`config.mk`:
```
export PLATFORM = sky130hd
export DESIGN_NAME = serial_tx_top
export DESIGN_NICKNAME = d
export VERILOG_FILES = /design/src/rtl/serial_tx_pkg.sv /design/src/rtl/serial_tx_regs.sv /design/src/rtl/serial_tx_seq.sv /design/src/rtl/serial_tx_flags.sv /design/src/rtl/serial_tx_top.sv
export SDC_FILE = /design/constraint.sdc
export NUM_CORES = 1
export LEC_CHECK = 0
export ABC_AREA = 1
export BUFFER_PORTS_ARGS = -buffer_cell sky130_fd_sc_hd__buf_2
export CAP_MARGIN = 20
export CORE_ASPECT_RATIO = 1.2
export CORE_MARGIN = 3
export CORE_UTILIZATION = 40
export CTS_CLUSTER_DIAMETER = 60
export DETAILED_ROUTE_END_ITERATION = 8
export GPL_ROUTABILITY_DRIVEN = 0
export PLACE_DENSITY = 0.59
export RECOVER_POWER = 25
export SKIP_LAST_GASP = 1
export SYNTH_ARGS = -nofsm -noshare
export SYNTH_HDL_FRONTEND = slang
export SYNTH_HIERARCHICAL = 1
export SYNTH_SLANG_ARGS = --single-unit
```
`constraint.sdc`:
```
create_clock -name clk -period 4.3 [get_ports clk]
set_input_delay 0.215 -clock clk [delete_from_list [all_inputs] [get_ports clk]]
set_output_delay 0.215 -clock clk [all_outputs]
set_load 0.01 [all_outputs]
```
`src/rtl/serial_tx_pkg.sv`:
```
package serial_tx_pkg;

  typedef enum logic [2:0] {
    FK_NONE,
    FK_LEAD,
    FK_PRE,
    FK_BRK,
    FK_DATA
  } frame_kind_e;

  typedef struct packed {
    logic ie_done;
    logic ie_empty;
    logic brk;
    logic tx_en;
  } tx_ctrl_t;

  localparam int unsigned CTRL_W = 4;

endpackage

```
`src/rtl/serial_tx_regs.sv`:
```
module serial_tx_regs
  import serial_tx_pkg::*;
#(
  parameter int unsigned DATA_W = 8
) (
  input  logic              clk,
  input  logic              rst,
  input  logic              wr_en,
  input  logic              wr_addr,
  input  logic [DATA_W-1:0] wr_data,
  input  logic              busy,
  input  logic              take_lead,
  input  logic              take_pre,
  input  logic              take_brk,
  input  logic              take_data,
  output tx_ctrl_t          ctrl,
  output logic [DATA_W-1:0] thr,
  output logic              thr_full,
  output logic              pend_lead,
  output logic              pend_pre,
  output logic              pend_brk,
  output logic              data_wr
);

  tx_ctrl_t ctrl_new;
  logic     ctrl_wr;
  logic     en_rise;
  logic     brk_fall;

  assign data_wr  = wr_en && !wr_addr;
  assign ctrl_wr  = wr_en && wr_addr;
  assign ctrl_new = tx_ctrl_t'(wr_data[CTRL_W-1:0]);
  assign en_rise  = ctrl_wr && ctrl_new.tx_en && !ctrl.tx_en;
  assign brk_fall = ctrl_wr && !ctrl_new.brk && ctrl.brk;

  always_ff @(posedge clk) begin
    if (rst) begin
      ctrl <= '0;
    end else if (ctrl_wr) begin
      ctrl <= ctrl_new;
    end
  end

  always_ff @(posedge clk) begin
    if (rst) begin
      thr      <= '0;
      thr_full <= 1'b0;
    end else if (data_wr) begin
      thr      <= wr_data;
      thr_full <= 1'b1;
    end else if (take_data) begin
      thr_full <= 1'b0;
    end
  end

  always_ff @(posedge clk) begin
    if (rst) begin
      pend_lead <= 1'b0;
      pend_pre  <= 1'b0;
      pend_brk  <= 1'b0;
    end else begin
      if (en_rise && !busy)     pend_lead <= 1'b1;
      else if (take_lead)       pend_lead <= 1'b0;
      if (en_rise && busy)      pend_pre  <= 1'b1;
      else if (take_pre)        pend_pre  <= 1'b0;
      if (brk_fall)             pend_brk  <= 1'b1;
      else if (take_brk)        pend_brk  <= 1'b0;
    end
  end

  p_lead_queued_r3: assert property (@(posedge clk) disable iff (rst)
    (en_rise && !busy) |=> pend_lead);

  p_pre_queued_r5: assert property (@(posedge clk) disable iff (rst)
    (en_rise && busy) |=> pend_pre);

  p_brk_queued_r6: assert property (@(posedge clk) disable iff (rst)
    brk_fall |=> pend_brk);

endmodule

```
`src/rtl/serial_tx_seq.sv`:
```
module serial_tx_seq
  import serial_tx_pkg::*;
#(
  parameter int unsigned DATA_W = 8
) (
  input  logic              clk,
  input  logic              rst,
  input  logic              bit_tick,
  input  tx_ctrl_t          ctrl,
  input  logic              pend_lead,
  input  logic              pend_pre,
  input  logic              pend_brk,
  input  logic              thr_full,
  input  logic [DATA_W-1:0] thr,
  output logic              txd,
  output logic              busy,
  output logic              take_lead,
  output logic              take_pre,
  output logic              take_brk,
  output logic              take_data,
  output logic              idle_done
);

  localparam int unsigned FR_W  = DATA_W + 3;
  localparam int unsigned CNT_W = $clog2(FR_W + 1);
  localparam int unsigned WORD_LEN = DATA_W + 2;

  logic [FR_W-1:0]  sh;
  logic [FR_W-1:0]  fr;
  logic [CNT_W-1:0] cnt;
  logic [CNT_W-1:0] flen;
  logic             slot;
  logic             frame_end;
  frame_kind_e      kind;

  assign slot      = bit_tick && (!busy || (cnt == '0));
  assign frame_end = bit_tick && busy && (cnt == '0);

  always_comb begin
    kind = FK_NONE;
    if (slot && ctrl.tx_en) begin
      if (pend_lead)                  kind = FK_LEAD;
      else if (pend_pre)              kind = FK_PRE;
      else if (ctrl.brk || pend_brk)  kind = FK_BRK;
      else if (thr_full)              kind = FK_DATA;
    end
  end

  always_comb begin
    fr   = '1;
    flen = CNT_W'(1);
    case (kind)
      FK_LEAD: begin
        fr   = '1;
        flen = CNT_W'(1);
      end
      FK_PRE: begin
        fr   = '1;
        flen = CNT_W'(WORD_LEN);
      end
      FK_BRK: begin
        fr   = {1'b1, {(FR_W-1){1'b0}}};
        flen = CNT_W'(FR_W);
      end
      FK_DATA: begin
        fr   = {2'b11, thr, 1'b0};
        flen = CNT_W'(WORD_LEN);
      end
      default: begin
        fr   = '1;
        flen = CNT_W'(1);
      end
    endcase
  end

  assign take_lead = (kind == FK_LEAD);
  assign take_pre  = (kind == FK_PRE);
  assign take_brk  = (kind == FK_BRK);
  assign take_data = (kind == FK_DATA);
  assign idle_done = frame_end && (kind == FK_NONE);

  always_ff @(posedge clk) begin
    if (rst) begin
      busy <= 1'b0;
      txd  <= 1'b1;
      sh   <= '1;
      cnt  <= '0;
    end else if (slot) begin
      if (kind != FK_NONE) begin
        busy <= 1'b1;
        txd  <= fr[0];
        sh   <= {1'b1, fr[FR_W-1:1]};
        cnt  <= flen - CNT_W'(1);
      end else begin
        busy <= 1'b0;
        txd  <= 1'b1;
        sh   <= '1;
        cnt  <= '0;
      end
    end else if (bit_tick && busy) begin
      txd <= sh[0];
      sh  <= {1'b1, sh[FR_W-1:1]};
      cnt <= cnt - CNT_W'(1);
    end
  end

  p_idle_line_high_r4: assert property (@(posedge clk) disable iff (rst)
    !busy |-> txd);

  p_no_start_disabled_r4: assert property (@(posedge clk) disable iff (rst)
    (!ctrl.tx_en && !busy) |=> !busy);

  p_start_bit_low_r2: assert property (@(posedge clk) disable iff (rst)
    take_data |=> !txd);

  p_line_moves_on_tick_r2: assert property (@(posedge clk) disable iff (rst)
    !bit_tick |=> $stable(txd));

  p_break_starts_low_r7: assert property (@(posedge clk) disable iff (rst)
    take_brk |=> !txd);

endmodule

```
`src/rtl/serial_tx_flags.sv`:
```
module serial_tx_flags
  import serial_tx_pkg::*;
(
  input  logic     clk,
  input  logic     rst,
  input  tx_ctrl_t ctrl,
  input  logic     data_wr,
  input  logic     take_data,
  input  logic     idle_done,
  output logic     tx_empty,
  output logic     tx_done,
  output logic     irq
);

  always_ff @(posedge clk) begin
    if (rst) begin
      tx_empty <= 1'b1;
      tx_done  <= 1'b1;
    end else begin
      if (data_wr)        tx_empty <= 1'b0;
      else if (take_data) tx_empty <= 1'b1;
      if (data_wr)        tx_done  <= 1'b0;
      else if (idle_done) tx_done  <= 1'b1;
    end
  end

  always_ff @(posedge clk) begin
    if (rst) irq <= 1'b0;
    else     irq <= (ctrl.ie_empty && tx_empty) || (ctrl.ie_done && tx_done);
  end

  p_empty_clears_r8: assert property (@(posedge clk) disable iff (rst)
    data_wr |=> !tx_empty);

  p_done_clears_r9: assert property (@(posedge clk) disable iff (rst)
    data_wr |=> !tx_done);

  p_done_sets_r9: assert property (@(posedge clk) disable iff (rst)
    (idle_done && !data_wr) |=> tx_done);

  p_irq_follows_r10: assert property (@(posedge clk) disable iff (rst)
    1'b1 |=> (irq == $past((ctrl.ie_empty && tx_empty) || (ctrl.ie_done && tx_done))));

endmodule

```
`src/rtl/serial_tx_top.sv`:
```
module serial_tx_top
  import serial_tx_pkg::*;
#(
  parameter int unsigned DATA_W = 8
) (
  input  logic              clk,
  input  logic              rst,
  input  logic              wr_en,
  input  logic              wr_addr,
  input  logic [DATA_W-1:0] wr_data,
  input  logic              bit_tick,
  output logic              txd,
  output logic              tx_empty,
  output logic              tx_done,
  output logic              irq
);

  tx_ctrl_t          ctrl;
  logic [DATA_W-1:0] thr;
  logic              thr_full;
  logic              pend_lead;
  logic              pend_pre;
  logic              pend_brk;
  logic              data_wr;
  logic              busy;
  logic              take_lead;
  logic              take_pre;
  logic              take_brk;
  logic              take_data;
  logic              idle_done;

  serial_tx_regs #(.DATA_W(DATA_W)) u_regs (
    .clk       (clk),
    .rst       (rst),
    .wr_en     (wr_en),
    .wr_addr   (wr_addr),
    .wr_data   (wr_data),
    .busy      (busy),
    .take_lead (take_lead),
    .take_pre  (take_pre),
    .take_brk  (take_brk),
    .take_data (take_data),
    .ctrl      (ctrl),
    .thr       (thr),
    .thr_full  (thr_full),
    .pend_lead (pend_lead),
    .pend_pre  (pend_pre),
    .pend_brk  (pend_brk),
    .data_wr   (data_wr)
  );

  serial_tx_seq #(.DATA_W(DATA_W)) u_seq (
    .clk       (clk),
    .rst       (rst),
    .bit_tick  (bit_tick),
    .ctrl      (ctrl),
    .pend_lead (pend_lead),
    .pend_pre  (pend_pre),
    .pend_brk  (pend_brk),
    .thr_full  (thr_full),
    .thr       (thr),
    .txd       (txd),
    .busy      (busy),
    .take_lead (take_lead),
    .take_pre  (take_pre),
    .take_brk  (take_brk),
    .take_data (take_data),
    .idle_done (idle_done)
  );

  serial_tx_flags u_flags (
    .clk       (clk),
    .rst       (rst),
    .ctrl      (ctrl),
    .data_wr   (data_wr),
    .take_data (take_data),
    .idle_done (idle_done),
    .tx_empty  (tx_empty),
    .tx_done   (tx_done),
    .irq       (irq)
  );

endmodule

```
==> metrics.md, run 1 <==
| Metric | Value |
|---|---|
| Hold_buf cts | `0` |
| Crit share post-route | `38.60%` |
| Diode count | `0` |
| Inst Count DP | `291` |
| Core Rows | `24` |
| Max Slew Vio Count | `0` |
| Finished Cell Area | `1815 sq um` |
| CTS tree | `done` |
| Port Buffers | `16` |
| Synthesis warning total | `6` |
| WHS Path Cells | `3` |
| Drt first pass iters | `4` |
| Die Y | `75.51 microns` |
| Share of cells above drive strength 1 | `15.79%` |
| Post-synth cell types | `26` |
| Via/cell ratio | `4.662` |
| Compound-cell area share of the yosys netlist | `15.46%` |
| Root Buffer | `clkbuf_8` |
| Dominant combinational cell family by area after synthesis | `simple AND/OR/NAND/NOR gates` |
| Worst Setup End Kind | `flop` |
| Number of global-route vias before repair | `1287` |
| Die width | `63.92 microns` |
| Final net count | `260` |
| Global-route wire length before repair | `between 5 and 6 mm` |
| Maximum fanout along the worst path | `13` |
| Peak VDD IR | `about 0.21 mV` |
| Hold Path End | `u_regs/thr[6]` |
| Sequential fraction of the synthesis area | `42.27%` |
| Tmin final | `1.660 ns` |
| Setup CP Type | `reg -> reg` |
| Worst Setup Slack, final | `2.640 ns` |
| Routed vias | `between 1000 and 1500` |
| Worst slack, placed | `2.629 ns` |
| H-tree depth | `2` |
| Adder-cell area share of the yosys netlist | `0.7770%` |
| Pwr Density | `362.1 nW/um^2` |
| Rel. slew slack | `9.419%` |
| R2R Setup Slk | `2.64 ns` |
| Drt wl/cell | `11.00 microns` |
| Status | `completed` |
| Die area | `4826 sq um` |
| Static Leakage | `around 0.8 nW` |
| # clock sinks | `34` |
| Placed inst area | `1725 sq um` |
| Syn Area/Cell | `around 7 sq um` |
| Final Routed Wirelength | `3.290 mm` |
| R2R cell count | `10` |
| Post-cts sizing count | `0` |
| Setup bufs post-CTS | `0` |
| Final hold viol count | `0` |
| Post-DP HPWL | `2.375 mm` |
| Post-synthesis simple-gate area fraction | `31.86%` |
| RSZ-0062 raised after global routing | `no` |
| Met2 wire length | `1.498 mm` |
| XOR/XNOR Fraction of Synth Area | `0%` |
| Clock slew seen by the registers of the worst setup and hold paths | `0.07 ns` |
| Antenna violations before repair | `0` |
| Clock Latency Late Sink | `0.28 ns` |
| CP arrival | `1.84 ns` |
| Hold Crit Class | `in -> reg` |
| Post-synthesis mux area share | `0%` |
| Layout area overhead | `12.74%` |
| Max_cap viols | `0` |
| Wl on met1 | `1.606 mm` |
| Final Non-Filler Cells | `299` |
| DRT iter0 DRCs | `49` |
| Largest net degree at the start of global routing | `31` |
| Worst Path Required | `around 4.5 ns` |
| Syn Nets | `approximately 240` |
| Core area | `3754 sq um` |
| Clock Tree Buf Depth | `2` |
| DRT antenna net count | `0` |
| GRT Util Overall | `around 15%` |
| Fmax | `roughly 600 MHz` |
| Fin Clk Skew | `0.004454 ns` |
| CTS buffer count | `5` |
| Hold path startpoint | `wr_data[6]` |
| Cell count after synthesis | `230` |
| Worst r2r src | `u_seq/cnt[0]` |
| IO Pins | `17` |
| Starting Density | `a little over two fifths` |
| Final TNS setup | `0 ns` |
| Synthesized area | `about 1600 sq um` |
| DRC errors left | `0` |
| WL met3 | `118 microns` |
| Hold_ws | `0.1727 ns` |
| Capturing point of the worst reg2reg path | `u_flags/tx_done` |
| Setup violations, final | `0` |
| Measured slew at the worst slew-check pin | `1.359 ns` |
| Total grt overflow | `0` |
| Register bit total from synthesis | `34` |
| Startpoint Class | `flop` |
| Top sig layer | `met4` |
-- critical path, stage by stage, from the launching register on --
cell and delay (ns):
dfxtp_1 0.31, inv_1 0.09, ha_1 0.19, nand2_2 0.09
nand2_4 0.10, nand2_4 0.13, nor2_8 0.19, o21ai_0 0.13
and3_1 0.17, o21ai_1 0.11, nand2_1 0.05
-- routing by layer --
layer  vias up  global-route usage (%)
met4         0                   7.194
met1       614                   18.47
met2        17                   25.60
met5         -                       0
li1        756                       -
met3         7                   4.572
-- flip-flops by register name (all words and copies together), names as in the netlist, 4 cells and up --
signal       flops
u_seq/cnt        4
u_seq/sh         9
u_regs/thr       8
u_regs/ctrl      4
-- worst max path at each step --
stage	startpoint	endpoint	slack [ns]	cells after the start
floorplan	u_seq/cnt[0]	u_flags/tx_done	2.86	10
global placement	u_seq/cnt[0]	u_flags/tx_done	2.70	10
detailed placement	u_seq/cnt[0]	u_flags/tx_done	2.63	10
CTS	u_seq/cnt[0]	u_flags/tx_done	2.63	10
global route	u_seq/cnt[0]	u_flags/tx_done	2.46	10
finish	u_seq/cnt[0]	u_flags/tx_done	2.64	10
-- kinds of logic (layout without fill, tap and decap cells) --
group / Yosys count / count (layout)
flip-flops: 34 / 34
AND/OR/NAND/NOR: 112 / 112
buffers and inverters: 39 / 56
adder cells (fa/ha/maj): 1 / 1
AO/OA/AOI/OAI: 44 / 44
-- cell usage after synthesis --
cell type | n | share of area [%]
nand2_1 | 78 | 18
dfxtp_1 | 34 | 42
inv_1 | 29 | 6.8
a21oi_1 | 27 | 8.4
nand3_1 | 12 | 3.7
o21ai_0 | 10 | 3.1
nor2_1 | 7 | 1.6
clkbuf_1 | 4 | 0.93
buf_2 | 3 | 0.93
nand2_2 | 3 | 1.2
nand2_4 | 3 | 2.1
a21oi_2 | 2 | 1.1
inv_2 | 2 | 0.47
nor2_4 | 2 | 1.4
nor3_1 | 2 | 0.62
o21ai_1 | 2 | 0.62
a221oi_1 | 1 | 0.54
a31oi_1 | 1 | 0.39
a31oi_4 | 1 | 1.3
and3_1 | 1 | 0.39
clkinv_4 | 1 | 0.54
ha_1 | 1 | 0.78
nand3_2 | 1 | 0.62
nand4_1 | 1 | 0.39
nor2_2 | 1 | 0.39
nor2_8 | 1 | 1.2
-- cell type report --
cell class              count  area [sq um]
clock buffers               7         86.33
clock inverters             1         5.005
fillers                   399          1938
inverters                  32         125.1
multi-input cells         157         774.5
flip-flops and latches     34         680.7
well taps                  52         65.06
repair buffers             16         78.83
-- power breakdown --
group	switching [mW]	internal, mW	leakage (nW)
logic	0.0486	0.0265	0.490
clock network	0.114	0.129	0.0482
registers	0.00927	0.330	0.279
-- cells in the final DEF, fill, tap and decap left out, drive strengths merged --
master  instances
a21oi          29
a221oi          1
a31oi           2
and3            1
buf            15
clkbuf          8
clkinv          2
dfxtp          34
ha              1
inv            31
nand2          84
nand3          13
nand4           1
nor2           11
nor3            2
o21ai          12
-- metrics by stage --
stage / util [%] / total power [mW]
detailed placement: 45.97 / 0.4219
finish: 48.37 / 0.6575
CTS: 48.40 / 0.6657
global route: 48.37 / 0.6909
global placement: 45.97 / 0.4215
floorplan: - / 0.4011
Note: power is estimated with default switching activity, not from simulation.
==> run 2, diff against run 1 <==
Settings changed: ABC_AREA 1 to 0.
Clock period 4.3 ns to 1.58 ns, I/O delays scaled along.
==> run 2 against run 1 <==
  * The flow now finishes with violations (negative setup slack)
  * Critical path type unchanged
  * Largest power group unchanged
  * Via count up 6.4%
  * Critical endpoint is now u_regs/thr_full
  * Global-route usage up 1.9 points
  * Core utilization up 4.1 points
  * Worst hold slack worse by 0.14 ns
  * Combinational power rose to 3.1 times the previous value
==> metrics.md, run 2 <==
| Metric | Value |
|---|---|
| CP cell instances | `inv_2 > ha_4 > or3b_4 > a21oi_4 > nand4_4 > inv_2 > nand2b_4 > a21oi_2` |
| Startpoint Class | `flop` |
| Via/cell ratio | `5.278` |
| Register bit total from synthesis | `34` |
| Drt first pass iters | `4` |
| Capturing point of the worst reg2reg path | `u_regs/thr_full` |
| Utilization after layout | `52.42%` |
| Pwr Density | `930.2 nW/um^2` |
| Crit path capture | `u_regs/thr_full` |
| H-tree depth | `2` |
| Hold path startpoint | `wr_data[7]` |
| CTS tree | `done` |
| Syn Nets | `212` |
| Max FFs per register | `9` |
| Post-synth cell types | `38` |
| Critical Path Start | `u_seq/cnt[0]` |
| Post-DP HPWL | `~2.7 mm` |
| Hold Crit Class | `in -> reg` |
| RSZ-0062 raised after global routing | `yes` |
| Root Buffer | `clkbuf_8` |
| Diode count | `0` |
| Antenna violations before repair | `0` |
| CP arrival | `1.84 ns` |
| Total grt overflow | `0` |
| Synthesis warning total | `6` |
| Synthesized area | `approximately 1600 sq um` |
| Worst Setup End Kind | `flop` |
| Layout area overhead | `22.45%` |
| Final hold viol count | `0` |
| Share of cells above drive strength 1 | `29.26%` |
| Commonest cells after routing, fill and taps aside | `35 x nand2_1, 32 x dfxtp_1, 19 x a21oi_1` |
| Die width | `63.63 microns` |
| Asr flop ratio synth | `0%` |
| CTS buffer count | `5` |
| Clock Latency Late Sink | `0.28 ns` |
| Tmin final | `1.678 ns` |
| Routed vias | `1483` |
| Sequential fraction of the synthesis area | `42.70%` |
| Worst r2r src | `u_seq/cnt[0]` |
| Status | `complete, but fails checks` |
| Syn Area/Cell | `about 8 sq um` |
| R2R cell count | `8` |
| Failing checks | `negative setup slack` |
| Post-synth EDFFs | `0` |
| Crit share post-route | `106.2%` |
| Fmax | `596.0 MHz` |
| Clock slew seen by the registers of the worst setup and hold paths | `approximately 0.07 ns` |
| Biggest register | `u_seq/sh` |
| Measured slew at the worst slew-check pin | `0.4639 ns` |
| Top-count cell post-synth | `nand2_1` |
| DRC errors left | `0` |
| Die area | `4781 sq um` |
| DRT iter0 DRCs | `65` |
| Critical path's largest stage delay | `0.39 ns` |
| IO Pins | `17` |
| Number of global-route vias before repair | `1410` |
| Final Non-Filler Cells | `~280` |
| Inst Count DP | `271` |
| Synth cell count leaders | `35 x nand2_1, 34 x dfxtp_1, 20 x a21oi_1` |
| Static Leakage | `0.7323 nW` |
| # clock sinks | `34` |
| Core Rows | `24` |
| Max_cap viols | `0` |
| DRT antenna net count | `0` |
| Starting Density | `between 40% and 50%` |
| Port Buffers | `16` |
| Core area | `3724 sq um` |
| Final net count | `between 200 and 250` |
| Global-route wire length before repair | `6.430 mm` |
| Ys flop type | `dfxtp_1` |
| Max Slew Vio Count | `0` |
| Top cells by area, synth | `dfxtp_1 43%, nand2_1 8.2%, a21oi_1 6.3%, a21oi_2 4.4%, inv_1 3.8%` |
| Share of Yosys cell area claimed by the top area cell type | `42.70%` |
| Peak VDD IR | `approximately 0.6 mV` |
| Final Routed Wirelength | `~3.8 mm` |
| Commonest non-fill, non-tap cell in the layout | `nand2_1` |
| Worst Setup Slack, final | `-0.09785 ns` |
| Drt wl/cell | `13.40 microns` |
| Maximum fanout along the worst path | `7` |
| GRT Util Overall | `approximately 17%` |
| Setup violations, final | `8` |
| Worst Path Required | `1.74 ns` |
| Largest net degree at the start of global routing | `23` |
| Largest registers | `u_seq/sh (9), u_regs/thr (8)` |
| Fin Clk Skew | `~0.0066 ns` |
| Leading area contributor after synthesis | `dfxtp_1` |
| Slowest stage cell, crit path | `or3b_4` |
| Setup CP Type | `reg -> reg` |
| Die Y | `75.15 microns` |
| R2R Setup Slk | `-0.1 ns` |
| Rel. slew slack | `~69%` |
| CP dominant cell by count | `inv_2` |
| Cell count after synthesis | `198` |
| Clock Tree Buf Depth | `2` |
## run 2: worst min-delay path by stage
stage                     cells past startpoint             to  slack [ns]
final                                         3  u_regs/thr[7]        0.03
after global routing                          3  u_regs/thr[4]        0.02
after CTS                                     3  u_regs/thr[7]        0.03
after detailed placement                      3  u_regs/thr[7]        0.33
after global placement                        3  u_regs/thr[5]        0.33
after floorplan                               1    u_flags/irq        0.15
## run 2: report_power, final
| part | switching [mW] | internal [mW] | total, mW |
|---|---|---|---|
| logic | 0.134 | 0.0968 | 0.231 |
| clock network | 0.314 | 0.352 | 0.666 |
| registers | 0.0239 | 0.895 | 0.919 |
## run 2: layout make-up
cell class | instances | area, sq um
Clock buffer | 7 | 86.33
Clock inverter | 1 | 5.005
Fill cell | 397 | 1772
Inverter | 17 | 65.06
Multi-Input combinational cell | 137 | 835.8
Sequential cell | 34 | 683.2
Tap cell | 52 | 65.06
Timing Repair Buffer | 33 | 211.5
## run 2: cell families (layout without fill, tap and decap cells)
group / after synthesis / after routing / share of synthesized area (%)
adder cells (fa/ha/maj): 1 / 1 / 0.7848
flip-flops: 34 / 34 / 42.70
buffers and inverters: 27 / 58 / 7.457
AND/OR/NAND/NOR: 83 / 83 / 25.51
AO/OA/AOI/OAI: 53 / 53 / 23.55
## run 2: timing repair
action,4_1_cts,5_1_grt
buffers inserted,1,1
gates cloned,0,0
pin swaps,8,2
setup endpoints to repair,14,17
gates resized for setup,1,5
hold buffers,0,0
## run 2: routing by layer
layer	routed length (microns)	vias up	global-route usage, %
li1	-	745	-
met1	1713	705	20.93
met2	1832	28	29.35
met3	166	5	4.776
met4	51	0	7.194
met5	0	-	0
## run 2: worst max-delay path, delay by kind of cell (launching register included)
kind / cells / cell delay, ns
simple gates: 3 / 0.67
compound gates: 2 / 0.27
buf+inv: 2 / 0.16
flops: 1 / 0.33
fa+ha+maj: 1 / 0.12
## run 2: stage by stage
stage / worst slack, ns / power (mW) / hold slack, ns / setup TNS [ns] / area [sq um]
after global placement: -0.06316 / 1.155 / 0.3288 / -0.2106 / 1824
after global routing: -0.1478 / 1.906 / 0.02451 / -1.333 / 1952
after detailed placement: -0.09022 / 1.160 / 0.3338 / -0.4305 / 1824
final: -0.09785 / 1.816 / 0.03281 / -0.3365 / 1952
after CTS: -0.1011 / 1.830 / 0.02613 / -0.3600 / 1926
after floorplan: 0.0004191 / 1.080 / 0.1514 / 0 / 1617
